### config.mk
export PLATFORM = sky130hd
export DESIGN_NAME = acc_alu8
export DESIGN_NICKNAME = d
export VERILOG_FILES = /design/src/rtl/acc_alu8_pkg.sv /design/src/rtl/acc_alu8_ctrl.sv /design/src/rtl/acc_alu8_datapath.sv /design/src/rtl/acc_alu8.sv
export SDC_FILE = /design/constraint.sdc
export NUM_CORES = 1
export LEC_CHECK = 0
export BUFFER_PORTS_ARGS = -buffer_cell sky130_fd_sc_hd__clkbuf_2
export CAP_MARGIN = 25
export CORE_ASPECT_RATIO = 1.2
export CORE_MARGIN = 8
export CORE_UTILIZATION = 50
export CTS_CLUSTER_SIZE = 14
export DETAILED_ROUTE_END_ITERATION = 8
export PLACE_DENSITY = 0.67
export SLEW_MARGIN = 20
export SYNTH_ARGS = -nofsm -noshare
export SYNTH_HDL_FRONTEND = slang
export SYNTH_SLANG_ARGS = --single-unit
### constraint.sdc
create_clock -name clk -period 1.2 [get_ports clk]
set_clock_uncertainty 0.05 [all_clocks]
set_input_delay 0.24 -clock clk [delete_from_list [all_inputs] [get_ports clk]]
set_output_delay 0.24 -clock clk [all_outputs]
set_load 0.1 [all_outputs]
### src/rtl/acc_alu8_pkg.sv
package acc_alu8_pkg;

  localparam int ACC_W = 8;
  localparam int NIB_W = 4;
  localparam int OP_W  = 5;

  localparam int FL_CY = 0;
  localparam int FL_P  = 2;
  localparam int FL_AC = 4;
  localparam int FL_Z  = 6;
  localparam int FL_S  = 7;

  localparam logic [ACC_W-1:0] FLAG_ONES = 8'h02;
  localparam logic [ACC_W-1:0] FLAG_LIVE = 8'hD5;
  localparam logic [NIB_W-1:0] BCD_MAX   = 4'd9;

  typedef enum logic [OP_W-1:0] {
    OP_ADD = 5'd0,  OP_ADC = 5'd1,  OP_SUB = 5'd2,  OP_SBB = 5'd3,
    OP_INC = 5'd4,  OP_DEC = 5'd5,  OP_AND = 5'd6,  OP_OR  = 5'd7,
    OP_XOR = 5'd8,  OP_CPL = 5'd9,  OP_CMP = 5'd10, OP_RLC = 5'd11,
    OP_RRC = 5'd12, OP_RAL = 5'd13, OP_RAR = 5'd14, OP_DAA = 5'd15,
    OP_STC = 5'd16, OP_CMC = 5'd17
  } aluOp_e;

  typedef enum logic [2:0] {
    U_ADDER, U_AND, U_OR, U_XOR, U_NOT, U_ROT, U_DAA, U_NONE
  } unit_e;

  typedef struct packed {
    unit_e unit;
    logic  subtract;
    logic  useCarry;
    logic  unitOperand;
    logic  keepAcc;
    logic  wrSzp;
    logic  wrCy;
    logic  wrAc;
    logic  rotLeft;
    logic  rotThrough;
    logic  cyToggle;
  } strobe_t;

endpackage

### src/rtl/acc_alu8_ctrl.sv
module acc_alu8_ctrl
  import acc_alu8_pkg::*;
(
  input  logic [OP_W-1:0] opCode,
  output strobe_t         stb
);

  always_comb begin
    stb = '{unit: U_NONE, default: 1'b0};
    case (opCode)
      OP_ADD, OP_ADC, OP_SUB, OP_SBB, OP_CMP: begin
        stb.unit     = U_ADDER;
        stb.subtract = (opCode == OP_SUB) || (opCode == OP_SBB) || (opCode == OP_CMP);
        stb.useCarry = (opCode == OP_ADC) || (opCode == OP_SBB);
        stb.keepAcc  = (opCode == OP_CMP);
        stb.wrSzp    = 1'b1;
        stb.wrCy     = 1'b1;
        stb.wrAc     = 1'b1;
      end
      OP_INC, OP_DEC: begin
        stb.unit        = U_ADDER;
        stb.subtract    = (opCode == OP_DEC);
        stb.unitOperand = 1'b1;
        stb.wrSzp       = 1'b1;
        stb.wrAc        = 1'b1;
      end
      OP_AND, OP_OR, OP_XOR: begin
        stb.unit  = (opCode == OP_AND) ? U_AND : (opCode == OP_OR) ? U_OR : U_XOR;
        stb.wrSzp = 1'b1;
        stb.wrCy  = 1'b1;
        stb.wrAc  = 1'b1;
      end
      OP_CPL: stb.unit = U_NOT;
      OP_RLC, OP_RRC, OP_RAL, OP_RAR: begin
        stb.unit       = U_ROT;
        stb.rotLeft    = (opCode == OP_RLC) || (opCode == OP_RAL);
        stb.rotThrough = (opCode == OP_RAL) || (opCode == OP_RAR);
        stb.wrCy       = 1'b1;
      end
      OP_DAA: begin
        stb.unit  = U_DAA;
        stb.wrSzp = 1'b1;
        stb.wrCy  = 1'b1;
        stb.wrAc  = 1'b1;
      end
      OP_STC, OP_CMC: begin
        stb.wrCy     = 1'b1;
        stb.cyToggle = (opCode == OP_CMC);
      end
      default: stb.keepAcc = 1'b1;
    endcase
  end

endmodule

### src/rtl/acc_alu8_datapath.sv
module acc_alu8_datapath
  import acc_alu8_pkg::*;
(
  input  logic             clk,
  input  logic             rst_n,
  input  strobe_t          stb,
  input  logic [ACC_W-1:0] accIn,
  input  logic [ACC_W-1:0] operand,
  input  logic [ACC_W-1:0] flagsIn,
  output logic [ACC_W-1:0] accQ,
  output logic [ACC_W-1:0] flagsQ
);

  logic             cyIn, acIn, cin;
  logic [ACC_W-1:0] opB;
  logic [ACC_W:0]   wide;
  logic [NIB_W:0]   nib;
  logic             loAdj, hiAdj;
  logic [ACC_W:0]   daaLo;
  logic [NIB_W:0]   daaNib;
  logic [ACC_W-1:0] daaRes, rotRes, result, nextAcc, nextFlags;
  logic             rotCy, newCy, newAc;

  assign cyIn = flagsIn[FL_CY];
  assign acIn = flagsIn[FL_AC];
  assign cin  = stb.useCarry & cyIn;
  assign opB  = stb.unitOperand ? ACC_W'(1) : operand;

  // shared adder: subtraction yields borrow in the top bits
  always_comb begin
    if (stb.subtract) begin
      wide = {1'b0, accIn} - {1'b0, opB} - (ACC_W+1)'(cin);
      nib  = {1'b0, accIn[NIB_W-1:0]} - {1'b0, opB[NIB_W-1:0]} - (NIB_W+1)'(cin);
    end else begin
      wide = {1'b0, accIn} + {1'b0, opB} + (ACC_W+1)'(cin);
      nib  = {1'b0, accIn[NIB_W-1:0]} + {1'b0, opB[NIB_W-1:0]} + (NIB_W+1)'(cin);
    end
  end

  // two-step BCD correction
  always_comb begin
    loAdj  = (accIn[NIB_W-1:0] > BCD_MAX) | acIn;
    daaNib = {1'b0, accIn[NIB_W-1:0]} + (loAdj ? (NIB_W+1)'(6) : '0);
    daaLo  = {1'b0, accIn} + (loAdj ? (ACC_W+1)'(6) : '0);
    hiAdj  = daaLo[ACC_W] | cyIn | (daaLo[ACC_W-1:NIB_W] > BCD_MAX);
    daaRes = daaLo[ACC_W-1:0] + (hiAdj ? ACC_W'(8'h60) : '0);
  end

  always_comb begin
    if (stb.rotLeft) begin
      rotRes = {accIn[ACC_W-2:0], stb.rotThrough ? cyIn : accIn[ACC_W-1]};
      rotCy  = accIn[ACC_W-1];
    end else begin
      rotRes = {stb.rotThrough ? cyIn : accIn[0], accIn[ACC_W-1:1]};
      rotCy  = accIn[0];
    end
  end

  always_comb begin
    result = accIn;
    newCy  = cyIn;
    newAc  = acIn;
    case (stb.unit)
      U_ADDER: begin result = wide[ACC_W-1:0]; newCy = wide[ACC_W]; newAc = nib[NIB_W]; end
      U_AND:   begin result = accIn & operand; newCy = 1'b0; newAc = 1'b1; end
      U_OR:    begin result = accIn | operand; newCy = 1'b0; newAc = 1'b0; end
      U_XOR:   begin result = accIn ^ operand; newCy = 1'b0; newAc = 1'b0; end
      U_NOT:   result = ~accIn;
      U_ROT:   begin result = rotRes; newCy = rotCy; end
      U_DAA:   begin result = daaRes; newCy = hiAdj; newAc = daaNib[NIB_W]; end
      default: newCy = stb.cyToggle ? ~cyIn : 1'b1;
    endcase
  end

  always_comb begin
    nextAcc          = stb.keepAcc ? accIn : result;
    nextFlags        = (flagsIn & FLAG_LIVE) | FLAG_ONES;
    if (stb.wrSzp) begin
      nextFlags[FL_S] = result[ACC_W-1];
      nextFlags[FL_Z] = (result == '0);
      nextFlags[FL_P] = ~^result;
    end
    if (stb.wrAc) nextFlags[FL_AC] = newAc;
    if (stb.wrCy) nextFlags[FL_CY] = newCy;
  end

  always_ff @(posedge clk or negedge rst_n) begin
    if (!rst_n) begin
      accQ   <= '0;
      flagsQ <= FLAG_ONES;
    end else begin
      accQ   <= nextAcc;
      flagsQ <= nextFlags;
    end
  end

  // compare leaves the accumulator as it was presented
  a_r5_cmp_keeps_acc: assert property (@(posedge clk) disable iff (!rst_n)
    ($past(rst_n) && $past(stb.keepAcc)) |-> accQ == $past(accIn));

  // operations without a carry write leave carry alone
  a_r6_carry_held: assert property (@(posedge clk) disable iff (!rst_n)
    ($past(rst_n) && !$past(stb.wrCy)) |-> flagsQ[FL_CY] == $past(flagsIn[FL_CY]));

  // invert touches no flag beyond the fixed bits
  a_r8_not_flags: assert property (@(posedge clk) disable iff (!rst_n)
    ($past(rst_n) && $past(stb.unit == U_NOT)) |-> flagsQ == (($past(flagsIn) & FLAG_LIVE) | FLAG_ONES));

  // circular left rotate wraps bit 7 into bit 0 and carry
  a_r9_rlc: assert property (@(posedge clk) disable iff (!rst_n)
    ($past(rst_n) && $past(stb.unit == U_ROT && stb.rotLeft && !stb.rotThrough))
      |-> (accQ[0] == $past(accIn[ACC_W-1]) && flagsQ[FL_CY] == $past(accIn[ACC_W-1])));

  // zero and parity track the written accumulator
  a_r13_zero_parity: assert property (@(posedge clk) disable iff (!rst_n)
    ($past(rst_n) && $past(stb.wrSzp && !stb.keepAcc))
      |-> (flagsQ[FL_Z] == (accQ == '0) && flagsQ[FL_P] == ~^accQ));

  // constant bits of the flag byte
  a_r2_fixed_bits: assert property (@(posedge clk) disable iff (!rst_n)
    $past(rst_n) |-> (flagsQ & ~FLAG_LIVE) == FLAG_ONES);

endmodule

### src/rtl/acc_alu8.sv
module acc_alu8
  import acc_alu8_pkg::*;
(
  input  logic             clk,
  input  logic             rst_n,
  input  logic [OP_W-1:0]  opCode,
  input  logic [ACC_W-1:0] operand,
  input  logic [ACC_W-1:0] accIn,
  input  logic [ACC_W-1:0] flagsIn,
  output logic [ACC_W-1:0] accOut,
  output logic [ACC_W-1:0] flagsOut
);

  strobe_t stb;

  acc_alu8_ctrl u_ctrl (
    .opCode (opCode),
    .stb    (stb)
  );

  acc_alu8_datapath u_dp (
    .clk     (clk),
    .rst_n   (rst_n),
    .stb     (stb),
    .accIn   (accIn),
    .operand (operand),
    .flagsIn (flagsIn),
    .accQ    (accOut),
    .flagsQ  (flagsOut)
  );

endmodule

# Yosys cells after proc, flatten, opt, wreduce, memory -nomap -nowiden
# Index checks and enable logic that the tools add are counted.
dict set report totals {
  in_bits 31
  elab_cells 97
  register_bits 13
  ramBits 0
  out_inout_bits 16
  romBits 0
  latch_bits 0
  mem_count 0
}
dict set report classes {
  eq_ne 23
  shifts 0
  addsub 11
  reduce_logical 20
  bitwise_logic 9
  mul 0
  mux 30
  div_mod_pow 0
  magnitude_cmp 2
}
# cell count
set op_table {}
lappend op_table {{8-bit one-hot mux with 7 select lines} 1}
lappend op_table {{5-bit by 4-bit equality test with 1-bit output, second input constant} 8}
lappend op_table {{8-bit two-way mux} 3}
lappend op_table {{5-bit by 3-bit equality test with 1-bit output, second input constant} 4}
lappend op_table {{3-bit one-hot mux with 5 select lines} 1}
lappend op_table {{15-bit OR reduction} 1}
lappend op_table {{1-bit two-way mux} 13}
lappend op_table {{13-bit OR reduction} 1}
lappend op_table {{11-bit OR reduction} 1}
lappend op_table {{5-bit by 2-bit equality test with 1-bit output, second input constant} 2}
lappend op_table {{5-bit equality test, second input constant} 2}
lappend op_table {{8-bit by 8-bit adder with 9-bit output} 1}
lappend op_table {{8-bit by 9-bit adder with 9-bit output} 1}
lappend op_table {{9-bit by 1-bit adder with 9-bit output} 1}
lappend op_table {{3-bit equality test, second input constant} 3}
lappend op_table {{3-bit two-way mux} 3}
lappend op_table {{9-bit two-way mux} 1}
lappend op_table {{8-bit by 8-bit subtractor with 9-bit output} 1}
lappend op_table {{9-bit by 1-bit subtractor with 9-bit output} 1}
lappend op_table {{8-bit adder} 1}
lappend op_table {{8-bit AND} 1}
lappend op_table {{4-bit > comparator, second input constant} 2}
lappend op_table {{8-bit zero test} 1}
lappend op_table {{8-bit inverter} 1}
lappend op_table {{other kinds (28)} 40}

# Longest topological paths before layout
dict set report logic_depth {
  depth_word 11
  ltp_mapped 20
  mapped_depth_nobuf 19
}

# Cells and area by module
# Synthesis repeated with hierarchy kept, for this count alone.
dict set report hier_totals {
  hier_cells 387
  hier_area_um2 3002.9
}
# mod cells_each seq_area_each_um2 n_inst area_each_um2
set modules_own_cells {}
lappend modules_own_cells {acc_alu8_datapath 350 325.3 1 2773.9}
lappend modules_own_cells {acc_alu8_ctrl 37 0.0 1 229.0}

# Worst setup path before layout
# No wires, ideal clock.
dict set report synth_path {
  path_kind {input to register}
  from {in accIn[2]}
  to {reg u_dp.flagsQ[2]}
  slack_ns -2.967
  required_time_ns 1.004
  path_stages 20
  setup_time_ns 0.146
  arrival_time_ns 3.971
  n_path_buf 1
  cell_sequence {o21ai_0 -> nand2b_1 -> ha_1 -> inv_1 -> fa_1 -> and3b_1 -> clkbuf_1 -> and3_1 -> o21ai_0 -> ha_1 -> fa_1 -> xor2_1 -> and4_1 -> nor3_1 -> or3_1 -> o32ai_1 -> ha_1 -> xnor2_1 -> xnor2_1 -> o21ai_0}
}
dict set report synth_between {
  elab_chain_len 11
  elab_cells_between_ends 22
  classes_between {add/sub (6); order compare (2); mux (6); bitwise (7); reduce/logical (1)}
}
# item line
set synth_rtl {}
lappend synth_rtl {{from (decl)} acc_alu8.sv:8} ;# input logic [ACC_W-1:0] accIn,
lappend synth_rtl {{4-bit > comparator} acc_alu8_datapath.sv:42} ;# loAdj = (accIn[NIB_W-1:0] > BCD_MAX) | acIn;
lappend synth_rtl {{1-bit OR} acc_alu8_datapath.sv:42}
lappend synth_rtl {{3-bit two-way mux} acc_alu8_datapath.sv:44} ;# daaLo = {1'b0, accIn} + (loAdj ? (ACC_W+1)'(6) : '0);
lappend synth_rtl {{8-bit by 9-bit adder with 9-bit output} acc_alu8_datapath.sv:44}
lappend synth_rtl {{4-bit > comparator / 1-bit OR (equally long branches)} acc_alu8_datapath.sv:45} ;# hiAdj = daaLo[ACC_W] | cyIn | (daaLo[ACC_W-1:NIB_W] > BCD_MAX);
lappend synth_rtl {{1-bit OR} acc_alu8_datapath.sv:45}
lappend synth_rtl {{7-bit two-way mux} acc_alu8_datapath.sv:46} ;# daaRes = daaLo[ACC_W-1:0] + (hiAdj ? ACC_W'(8'h60) : '0);
lappend synth_rtl {{8-bit adder} acc_alu8_datapath.sv:46}
lappend synth_rtl {{8-bit one-hot mux with 7 select lines *} acc_alu8_datapath.sv:63} ;# case (stb.unit)
lappend synth_rtl {{8-bit XNOR reduction *} acc_alu8_datapath.sv:81} ;# nextFlags[FL_P] = ~^result;
lappend synth_rtl {{1-bit two-way mux *} acc_alu8_datapath.sv:78} ;# if (stb.wrSzp) begin
lappend synth_rtl {{net u_dp.nextFlags[2]} acc_alu8_datapath.sv:21} ;# logic [ACC_W-1:0] daaRes, rotRes, result, nextAcc, nextFlags;
lappend synth_rtl {{to (signal assigned)} acc_alu8_datapath.sv:93} ;# flagsQ <= nextFlags;
lappend synth_rtl {{to (decl)} acc_alu8_datapath.sv:11} ;# output logic [ACC_W-1:0] flagsQ
# Mark *: on every way through the listed nets, which the timed path passes. The rest lies on a longest branch.

# Final worst setup path
# Same ends and word-level chain as after synthesis.

==> flow_summary_export.csv <==
group,metric,value,unit
status,outcome,"complete, but fails checks",
status,failed_checks,"setup timing",
global_routing,top_usage_layer,"met2",
placement,dpl_cell_area,4840,sq um
worst_setup_path,crit_type,"in2reg",
worst_setup_path,cp_slowest_cell,"or3_4",
detailed_routing,vias_per_cell,6.816,
floorplanning,core_area,6051,sq um
detailed_routing,drtPass1Iterations,6,
floorplanning,dieArea,9021,sq um
detailed_routing,drtIter0Drc,672,
finish,regArea,325.3,sq um
worst_setup_path,worst_path_largest_cell_delay,0.36,ns
timing,finalCriticalPeriod,3.851,ns
power,irDropWorstVdd,0.6885,mV
finish,drive_gt1_frac,0.5050,
power,p_leak,2.541,nW
yosys,netlist_instances,403,
yosys,synth_edf_count,0,
placement,io_buffers,40,
clock_network,h-tree-depth,1,
finish,multi_input_area,3033,sq um
finish,final_cells,678,
yosys,yosysMostFrequentCell,"ha_1",
worst_setup_path,critical_path.max_fanout,4,
global_routing,grt_pass1_vias,4327,
worst_setup_path,crit_path_frequent_cell,"ha_4",
floorplanning,std_cell_rows,31,
timing,final-hold-violation-count,0,
finish,fin_area,5418,sq um
timing,hold_ws,0.1620,ns
global_routing,met3_usage,0.05149,
clock_network,cts_tree,"built",
timing,final-setup-viol-count,13,
global_routing,grt_pass1_wl,21990,um
finish,n_fill_cell,285,
timing,rsz0062_at_grt,"yes",
yosys,yosysWarnings,0,
worst_setup_path,worst-path-buf-inv,2,
worst_setup_path,cp_cell_sequence,"buf_8, o21ai_4, nand2b_4, ha_4, inv_2, fa_2, and3b_2, o31ai_4, o21ai_4, ha_4, fa_2, xor2_2, a31oi_1, nor3_2, or3_4, o32ai_4, ha_4, xnor2_2, xnor2_1, o21ai_1",
worst_setup_path,startpoint_type,"primary input",
clock_network,cts_buffer_depth,2,
yosys,synth_top_area_cell,"ha_1",
clock_network,cts.clk_slew.worst_paths,0.05,ns
yosys,ys_ff_latch,13,
yosys,synth_top_cell_area_share,0.1768,
timing,slew_viol_final,0,
yosys,syn-cell-area,3114,sq um
placement,dp_cells,665,
power,power_density,764.5,nW/um^2
placement,gp_congestion,0.9984,
worst_setup_path,crit_family,"compound AO/OA/AOI/OAI gates",
yosys,syn_area_per_cell,7.728,sq um
yosys,synth.distinct_cells,70,
yosys,ys_seq_area_frac,0.1045,
placement,detailed_place_hpwl,10360,um
clock_network,cts_made_buffers,3,
finish,synthToLayoutAreaGrowth,73.97,%
yosys,ys.flop_type,"dfrtp_1",
floorplanning,fp.dieW,88.05,um
timing,fin_crit_sh,3.209,
detailed_routing,wl,17310,um
yosys,synth_commonest_cells,"44 x ha_1, 43 x inv_1, 29 x a21oi_1, 22 x nor2_1, 20 x o21ai_0",
detailed_routing,num_vias,4621,
detailed_routing,wl_per_cell,25.54,um
floorplanning,die_y,102.5,um
floorplanning,start_util,0.5147,
worst_setup_path,cp.required,1.28,ns
detailed_routing,drc,0,
global_routing,grt_max_degree,32,
timing,slew_headroom,0.6086,
timing,timing.fmax,0.2597,GHz
global_routing,antenna_found_initial,0,
finish,nets,678,
global_routing,grt_overflow,0,
global_routing,grt_usage,0.3168,
yosys,async_reset_ff_frac,1.000,
finish,postLayoutCoreUtil,0.8954,
worst_hold_path,hp-class,"in2reg",
detailed_routing,antenna_left,0,
worst_setup_path,cp.arrival,3.94,ns
finish,antenna_cells,0,
worst_setup_path,cp-end-kind,"flop",
run,cap_violations,0,
yosys,netlist_top_cells_area,"ha_1 18%, dfrtp_1 10%, inv_1 5.2%, a21oi_1 4.7%, fa_1 3.9%",
floorplanning,ioPinCount,47,
timing,worst_slack,-2.651,ns
clock_network,clock_sinks,13,
clock_network,cts-root-buf,"clkbuf_8",
global_routing,grtUsageMet2,0.5603,
timing,tns,-23.00,ns
global_routing,met1_usage,0.3391,
timing,tightest_slew,0.5708,ns
cell usage in the layout, fill, tap and decap left out, types with 6 or more instances in the layout:
cell      count
buf_4       163
nand2b_1      8
fa_2          6
nand3_1      12
inv_2        10
buf_6        10
clkbuf_2     22
ha_4          8
o21ai_0      12
nor3_1        7
ha_1         34
buf_12       13
xnor2_1       6
nor2_1       19
a21oi_1      23
dfrtp_1      13
nand2_1      19
inv_1        33
per-layer routing:
| metal | wire length [um] | vias to the layer above |
|---|---|---|
| met2 | 8036 | 469 |
| li1 | - | 1862 |
| met5 | 0 | - |
| met1 | 5837 | 2129 |
| met4 | 1675 | 0 |
| met3 | 1764 | 161 |
what timing repair did:
action                                 in CTS  in global routing
resized for setup                          40                 48
hold buffers                                1                  0
endpoints found under the hold margin      13                  0
setup endpoints to repair                  13                 13
setup buffers                               6                  5
pin swaps                                  15                 17
sequential cells by signal, summed over array words and instances (netlist names):
register / cells
u_dp.accQ: 8
u_dp.flagsQ: 5
cell type report:
| class | instances | share of cell area |
|---|---|---|
| multi-input combinational | 324 | 0.5598 |
| timing repair buffer | 211 | 0.3224 |
| sequential | 13 | 0.06005 |
| inverter | 44 | 0.03048 |
| tap | 82 | 0.01894 |
| clock buffer | 4 | 0.008314 |
where the power goes:
| group | internal, mW | switching, mW | total [mW] |
|---|---|---|---|
| sequential | 0.494 | 0.0527 | 0.547 |
| combinational | 1.41 | 1.79 | 3.21 |
| clock | 0.234 | 0.154 | 0.388 |
final timing paths:
path | startpoint | to | slack, ns | cells after the start
max | accIn[2] | u_dp.flagsQ[2] | -2.65 | 20
min | flagsIn[2] | u_dp.flagsQ[2] | 0.16 | 3
min in group asynchronous | rst_n | u_dp.flagsQ[6] | 0.37 | 2
max in group asynchronous | rst_n | u_dp.accQ[3] | 0.47 | 2
kinds of logic after synthesis:
| group | Yosys count | synth area share |
|---|---|---|
| compound gates | 122 | 0.2800 |
| xor+xnor | 14 | 0.03937 |
| fa+ha+maj | 50 | 0.2153 |
| buf+inv | 67 | 0.09803 |
| flops | 13 | 0.1045 |
| mux | 6 | 0.01929 |
| other cells | 2 | 0.002412 |
| simple gates | 129 | 0.2411 |
stage by stage:
| step | setup WS (ns) | total power, mW |
|---|---|---|
| after CTS | -2.555 | 3.740 |
| after detailed placement | -2.915 | 3.151 |
| after floorplan | -2.588 | 2.027 |
| final | -2.651 | 4.142 |
| after global placement | -2.769 | 3.090 |
| after global routing | -2.728 | 4.290 |
Note: power is estimated with default switching activity, not from simulation.
